$ cat src/rtl/alm_pkg.sv
// Package alm_pkg: shared sizes for the alarm controller.
// Assumes the time word is a fixed number of equal-width fields.
package alm_pkg;
    parameter int ALM_FIELDS = 7;
    parameter int ALM_FIELD_W = 8;
    parameter int ALM_TIME_W = ALM_FIELDS * ALM_FIELD_W;
    parameter int ALM_COUNT = 2;
    typedef logic [ALM_TIME_W-1:0] alm_time_t;
endpackage

$ cat src/rtl/alm_match.sv
// Module alm_match: compares one alarm word with the current time field by
// field and emits a one-cycle pulse on the first cycle of equality.
// Assumes time_now and alarm_val are stable within a cycle. A disabled alarm
// never pulses, and its equality history is cleared.
module alm_match #(
    parameter int FIELDS = 7,
    parameter int FIELD_W = 8,
    localparam int TW = FIELDS * FIELD_W
) (
    input  logic          clk,
    input  logic          rst_n,
    input  logic          enable,
    input  logic [TW-1:0] alarm_val,
    input  logic [TW-1:0] time_now,
    output logic          hit
);
    logic [FIELDS-1:0] field_eq;
    logic              equal_now;
    logic              equal_q;

    // Per-field equality, one comparator per field.
    for (genvar f = 0; f < FIELDS; f++) begin : g_field
        assign field_eq[f] = (alarm_val[f*FIELD_W +: FIELD_W] ==
                              time_now[f*FIELD_W +: FIELD_W]);
    end

    // Armed equality: every field matches and the alarm is enabled.
    always_comb begin
        equal_now = enable && (&field_eq);
    end

    // Remember last cycle's armed equality so that only the edge counts.
    always_ff @(posedge clk) begin
        if (!rst_n) begin
            equal_q <= 1'b0;
        end else begin
            equal_q <= equal_now;
        end
    end

    // Match edge: equal now, not equal one cycle ago.
    always_comb begin
        hit = equal_now && !equal_q;
    end
endmodule

$ cat src/rtl/alm_flags.sv
// Module alm_flags: holds the sticky per-alarm status flags.
// Assumes clr is a one-cycle strobe. A set request in the same cycle as a
// clear wins, so no event is lost.
module alm_flags #(
    parameter int COUNT = 2
) (
    input  logic             clk,
    input  logic             rst_n,
    input  logic [COUNT-1:0] set_req,
    input  logic             clr,
    output logic [COUNT-1:0] flag
);
    logic [COUNT-1:0] flag_q;

    // One flag per alarm: set by a match edge, cleared by a status read.
    for (genvar i = 0; i < COUNT; i++) begin : g_flag
        always_ff @(posedge clk) begin
            if (!rst_n) begin
                flag_q[i] <= 1'b0;
            end else if (set_req[i]) begin
                flag_q[i] <= 1'b1;
            end else if (clr) begin
                flag_q[i] <= 1'b0;
            end
        end
    end

    // Drive the registered flags out.
    always_comb begin
        flag = flag_q;
    end
endmodule

$ cat src/rtl/alm_irq.sv
// Module alm_irq: forms the active-low interrupt request from the flags.
// Assumes single-event signalling is the only mode that drives the pin.
// Any other configuration leaves the request released.
module alm_irq #(
    parameter int COUNT = 2
) (
    input  logic [COUNT-1:0] flag,
    input  logic [COUNT-1:0] enable,
    input  logic             irq_mode,
    input  logic             fout_off,
    output logic             irq_n
);
    logic             single_evt;
    logic [COUNT-1:0] armed_flag;

    // Single-event mode needs interrupt mode 0 and the frequency output off.
    always_comb begin
        single_evt = !irq_mode && fout_off;
    end

    // A flag drives the pin only when its own alarm is enabled.
    always_comb begin
        armed_flag = flag & enable & {COUNT{single_evt}};
    end

    // Open-drain style output: low while any armed flag is set.
    always_comb begin
        irq_n = !(|armed_flag);
    end
endmodule

$ cat src/rtl/alm_ctrl.sv
// Module alm_ctrl: top of the dual time-match alarm controller. It instantiates
// one comparator per alarm, the sticky flag store and the interrupt gate.
// Assumes synchronous active-low reset and a one-cycle stat_rd strobe.
module alm_ctrl
    import alm_pkg::*;
(
    input  logic                  clk,
    input  logic                  rst_n,
    input  logic [ALM_TIME_W-1:0] time_now,
    input  logic [ALM_TIME_W-1:0] alarm0_val,
    input  logic [ALM_TIME_W-1:0] alarm1_val,
    input  logic [ALM_COUNT-1:0]  alm_en,
    input  logic                  irq_mode,
    input  logic                  fout_off,
    input  logic                  stat_rd,
    output logic [ALM_COUNT-1:0]  alm_flag,
    output logic                  irq_n
);
    alm_time_t            alarm_vals [ALM_COUNT];
    logic [ALM_COUNT-1:0] hit;

    // Gather the alarm words into an array for the generate loop.
    always_comb begin
        alarm_vals[0] = alarm0_val;
        alarm_vals[1] = alarm1_val;
    end

    for (genvar i = 0; i < ALM_COUNT; i++) begin : g_alarm
        alm_match #(
            .FIELDS (ALM_FIELDS),
            .FIELD_W(ALM_FIELD_W)
        ) u_match (
            .clk      (clk),
            .rst_n    (rst_n),
            .enable   (alm_en[i]),
            .alarm_val(alarm_vals[i]),
            .time_now (time_now),
            .hit      (hit[i])
        );
    end

    alm_flags #(.COUNT(ALM_COUNT)) u_flags (
        .clk    (clk),
        .rst_n  (rst_n),
        .set_req(hit),
        .clr    (stat_rd),
        .flag   (alm_flag)
    );

    alm_irq #(.COUNT(ALM_COUNT)) u_irq (
        .flag    (alm_flag),
        .enable  (alm_en),
        .irq_mode(irq_mode),
        .fout_off(fout_off),
        .irq_n   (irq_n)
    );
endmodule

$ cat config.mk
export PLATFORM = sky130hd
export DESIGN_NAME = alm_ctrl
export DESIGN_NICKNAME = d
export VERILOG_FILES = /design/src/rtl/alm_pkg.sv /design/src/rtl/alm_match.sv /design/src/rtl/alm_flags.sv /design/src/rtl/alm_irq.sv /design/src/rtl/alm_ctrl.sv
export SDC_FILE = /design/constraint.sdc
export NUM_CORES = 1
export LEC_CHECK = 0
export BUFFER_PORTS_ARGS = -buffer_cell sky130_fd_sc_hd__buf_2
export CELL_PAD_IN_SITES_DETAIL_PLACEMENT = 1
export CELL_PAD_IN_SITES_GLOBAL_PLACEMENT = 2
export CORE_ASPECT_RATIO = 1.2
export CORE_UTILIZATION = 13
export DETAILED_ROUTE_END_ITERATION = 12
export HOLD_SLACK_MARGIN = 0.02
export PLACE_DENSITY = 0.82
export SKIP_LAST_GASP = 1
export SLEW_MARGIN = 20
export SYNTH_ARGS = -nofsm -noshare
export SYNTH_HDL_FRONTEND = slang
export SYNTH_SLANG_ARGS = --single-unit
$ cat constraint.sdc
create_clock -name clk -period 1.5 [get_ports clk]
set_clock_uncertainty 0.2 [all_clocks]
set_input_delay 0.225 -clock clk [delete_from_list [all_inputs] [get_ports clk]]
set_output_delay 0.225 -clock clk [all_outputs]
set_load 0.005 [all_outputs]
==> run summary <==
The flow ran to the end, and the final reports show no timing, DRC or antenna violations. Across the run, the number of max-cap violations was 0. The count of placed standard cells including taps came out at 570. The peak supply drop is 289.1 µV. The number of pins with negative max-slew slack in the final report is 0. At the worst endpoint, the required time is 1.44 ns. The cell area after synthesis is 0.001520 mm². In the routed layout, each cell is associated on average with a via count of approximately 4.1. Yosys mapped the design onto 25 distinct sky130hd cell types.

Before CTS, the worst setup slack after placement is -0.3966 ns. The initial core utilization came out at ~14%. In this run, CTS created clock tree buffers numbering 3. The critical path goes through buf_2 > nor2b_1 > a2111o_1 > nor4_4 > nand4_1 > o31ai_2. The clock insertion delay at the later pin of the skew report is 0.22 ns.

The number of nets at the end of the flow came out at 598. CTS built an H-tree with a depth of 1. The synthesized net count is 379. Setup slack on the critical path of the routed design comes to roughly 0.011 ns.

The stage delay of the slowest cell on the critical path is 0.41 ns. The layout cell share with drive strength beyond 1 is 59.62%. For this design the static power due to leakage is 1.521 nW. The maximum frequency from static timing analysis is about 670 MHz.

The number of failing hold endpoints at the final stage came out at 0. The height of the die is 120.5 µm. The count of nets left with antenna violations once routing finished came out at 0. The die covers roughly 0.012 mm².

178 I/O pins were placed. In the post-synthesis netlist, the biggest area contributors are xnor2_1, nand2b_1, nand4_1, dfxtp_1, o2111ai_1. The initial antenna violation count came to 0. The count of buffers from port buffering came out at 177. The aggregate global-route resource usage came out at 14.80%. The number of fill cells in the layout is 1,402. The largest total area in the synthesized netlist belongs to xnor2_1. Once layout is complete, the utilization of the core stands at 29.19%. Sequential elements use 5.267% of the synthesized area. The category of cells accounting for the largest share of critical-path delay is compound AO/OA/AOI/OAI gates.

The tightest min-delay check is of the input port to flip-flop type. The critical path class is input port to flip-flop. Setup repair after global routing could not meet its margin everywhere. The maximum number of pins on one net before global-route repair came out at 5. Across all layers, the routed design uses roughly 2.4k vias. The width of the die came out at 100.7 µm.

The register bit count reported by yosys came out at 4. The buffers plus inverters on the worst setup path came out at 1. The detail-routed net length per standard cell came out at 15.84 µm.

The area growth from synthesis to final layout came out at 114.9%. The slew at the pin closest to its max-slew limit came out at 0.4199 ns. The category of the worst setup path launch point is an input port. The total power divided by cell area came out at ~420 mW/mm².

After the flow finishes, the layout carries non-filler instances totaling about 580. The first routing iteration left 26 violations. The final layout contains routed wiring with a total length of just over 9 mm. The largest fanout on the critical path came out at 2.

The final routed DRC violation total is 0. The global-route congestion overflow total came out at 0. The Yosys step of the flow raised 0 warnings. Setup violations remaining at the end of the flow were counted as 0. The number of instances in the synthesized netlist is 204. The headroom to the max-slew limit is a little under three quarters.

The area share of the leading cell type in the synthesized netlist came out at between 40% and 50%. The number of sinks handled by clock tree synthesis came out at 4. TritonCTS built the clock tree. The area of the core region came out at 0.01119 mm².

The root buffer cell chosen for the clock tree is clkbuf_16. The antenna cell count came out at 0. The clock period minus worst slack came out at 1.489 ns. The clock-pin transition on the worst setup and hold timing paths came out at about 0.030 ns.

For this run, the detailed router's first-pass iteration total came to 4. The accumulated negative setup slack came out at 0 ns. The placed wire-length estimate came out at 8.430 mm. The area taken by multi-input logic gates is between 0.0015 and 0.002 mm². The weighted congestion reported at the end of routability-driven placement is 0.7913. The largest individual stage delay along the critical path comes from the cell a2111o_1. The worst-case clock buffer depth is 2. The sequential cell area is 80.08 µm².

The period utilization is 99.30%. The data arrival time of the worst path is 1.43 ns. The first-pass GRT wire length came out at 13.26 mm. In this run the core area contains 42 standard-cell rows.

The endpoint type of the worst setup path is a flip-flop. Averaged over all synthesized cells, the footprint is between 7 and 8 µm². The via count of the first global-routing pass came out at 2,662.
[flip-flops by register name (all words and copies together), names as in the netlist]
register and count:
g_alarm.u_match.equal_q 2, u_flags.flag 2
[placed cells by master, fill, tap and decap left out, types with 4 or more instances in the layout]
master,n
buf_2,171
xnor2_1,60
buf_4,33
nand4_1,24
nand2b_1,20
inv_1,19
xnor2_2,15
buf_6,9
o2111ai_1,6
xor2_1,6
nor2_1,6
o22ai_1,5
nor4_2,4
nor2b_1,4
nand2_1,4
nand2b_4,4
dfxtp_1,4
[what timing repair did]
action | in CTS | in global routing
hold buffers | 0 | 0
pin swaps | 9 | 14
setup buffers | 1 | 1
resized for setup | 14 | 36
setup endpoints to repair | 3 | 4
[routing by layer]
metal	track usage (%)	part of all wire (%)	up-vias
li1	-	-	1158
met1	15.64	37	1080
met2	29.97	57	102
met3	2.428	5.4	10
met4	2.899	1.3	0
met5	0	0	-
[cell usage after synthesis]
| cell type | number |
|---|---|
| nor2b_1 | 4 |
| xnor2_1 | 76 |
| inv_2 | 2 |
| nand2b_1 | 24 |
| clkinv_1 | 1 |
| o22ai_1 | 5 |
| nor3_1 | 2 |
| a2111oi_0 | 1 |
| a2111o_1 | 1 |
| a222oi_1 | 2 |
| o31ai_1 | 1 |
| nand3b_1 | 1 |
| inv_1 | 19 |
| a22o_1 | 3 |
| o221ai_1 | 1 |
| nor3_2 | 1 |
| o31ai_2 | 1 |
| xor2_1 | 6 |
| nand2_1 | 4 |
| o2111ai_1 | 9 |
| nand4_1 | 24 |
| nor4_1 | 5 |
| dfxtp_1 | 4 |
| nor2_1 | 6 |
| nor4_2 | 1 |
[path summary, 6_finish.rpt]
path | startpoint | to | slack [ns] | cells after the start
worst max register to register | u_flags.flag[0]$_SDFFE_PN0P_ | u_flags.flag[0]$_SDFFE_PN0P_ | 0.68 | 2
worst max-delay path | alarm1_val[21] | u_flags.flag[1]$_SDFFE_PN0P_ | 0.01 | 6
worst min register to register | g_alarm[0].u_match.equal_q$_SDFF_PN0_ | u_flags.flag[0]$_SDFFE_PN0P_ | 0.22 | 1
worst min-delay path | stat_rd | u_flags.flag[1]$_SDFFE_PN0P_ | 0.13 | 4
[report_power, final]
part / switching, mW / total, mW / leakage (nW) / internal (mW)
registers: 0 / 0.107 / 0.0322 / 0.107
clock network: 0.0781 / 0.419 / 0.0370 / 0.341
logic: 0.371 / 0.847 / 1.45 / 0.476
total: 0.449 / 1.37 / 1.52 / 0.924
[tightest hold or removal path: cells and delay by family]
kind	cells	cell delay (ns)
AND/OR/NAND/NOR	2	0.15
AO/OA/AOI/OAI	1	0.05
buffers and inverters	1	0.08
[cell families after synthesis]
kind of cell | share of synthesized area [%]
compound gates | 13.50
simple gates | 28.56
xor+xnor | 47.24
buf+inv | 5.432
flops | 5.268
[per-stage QoR]
stage                     area, µm²  power (mW)  hold WS [ns]
after global routing           3267       1.462        0.1514
final                          3267       1.373        0.1311
after detailed placement       2861      0.8571        0.2196
after global placement         2861      0.8415        0.2047
after floorplan                1520      0.3944        0.1945
after CTS                      3037       1.320        0.1327
[cell type report]
class / count / share of cell area (%)
Multi-Input combinational cell: 178 / 49.48
Timing Repair Buffer: 214 / 37.34
Tap cell: 154 / 5.898
Inverter: 22 / 2.528
Sequential cell: 4 / 2.451
Clock buffer: 3 / 2.298
Note: power is estimated with default switching activity, not from simulation.
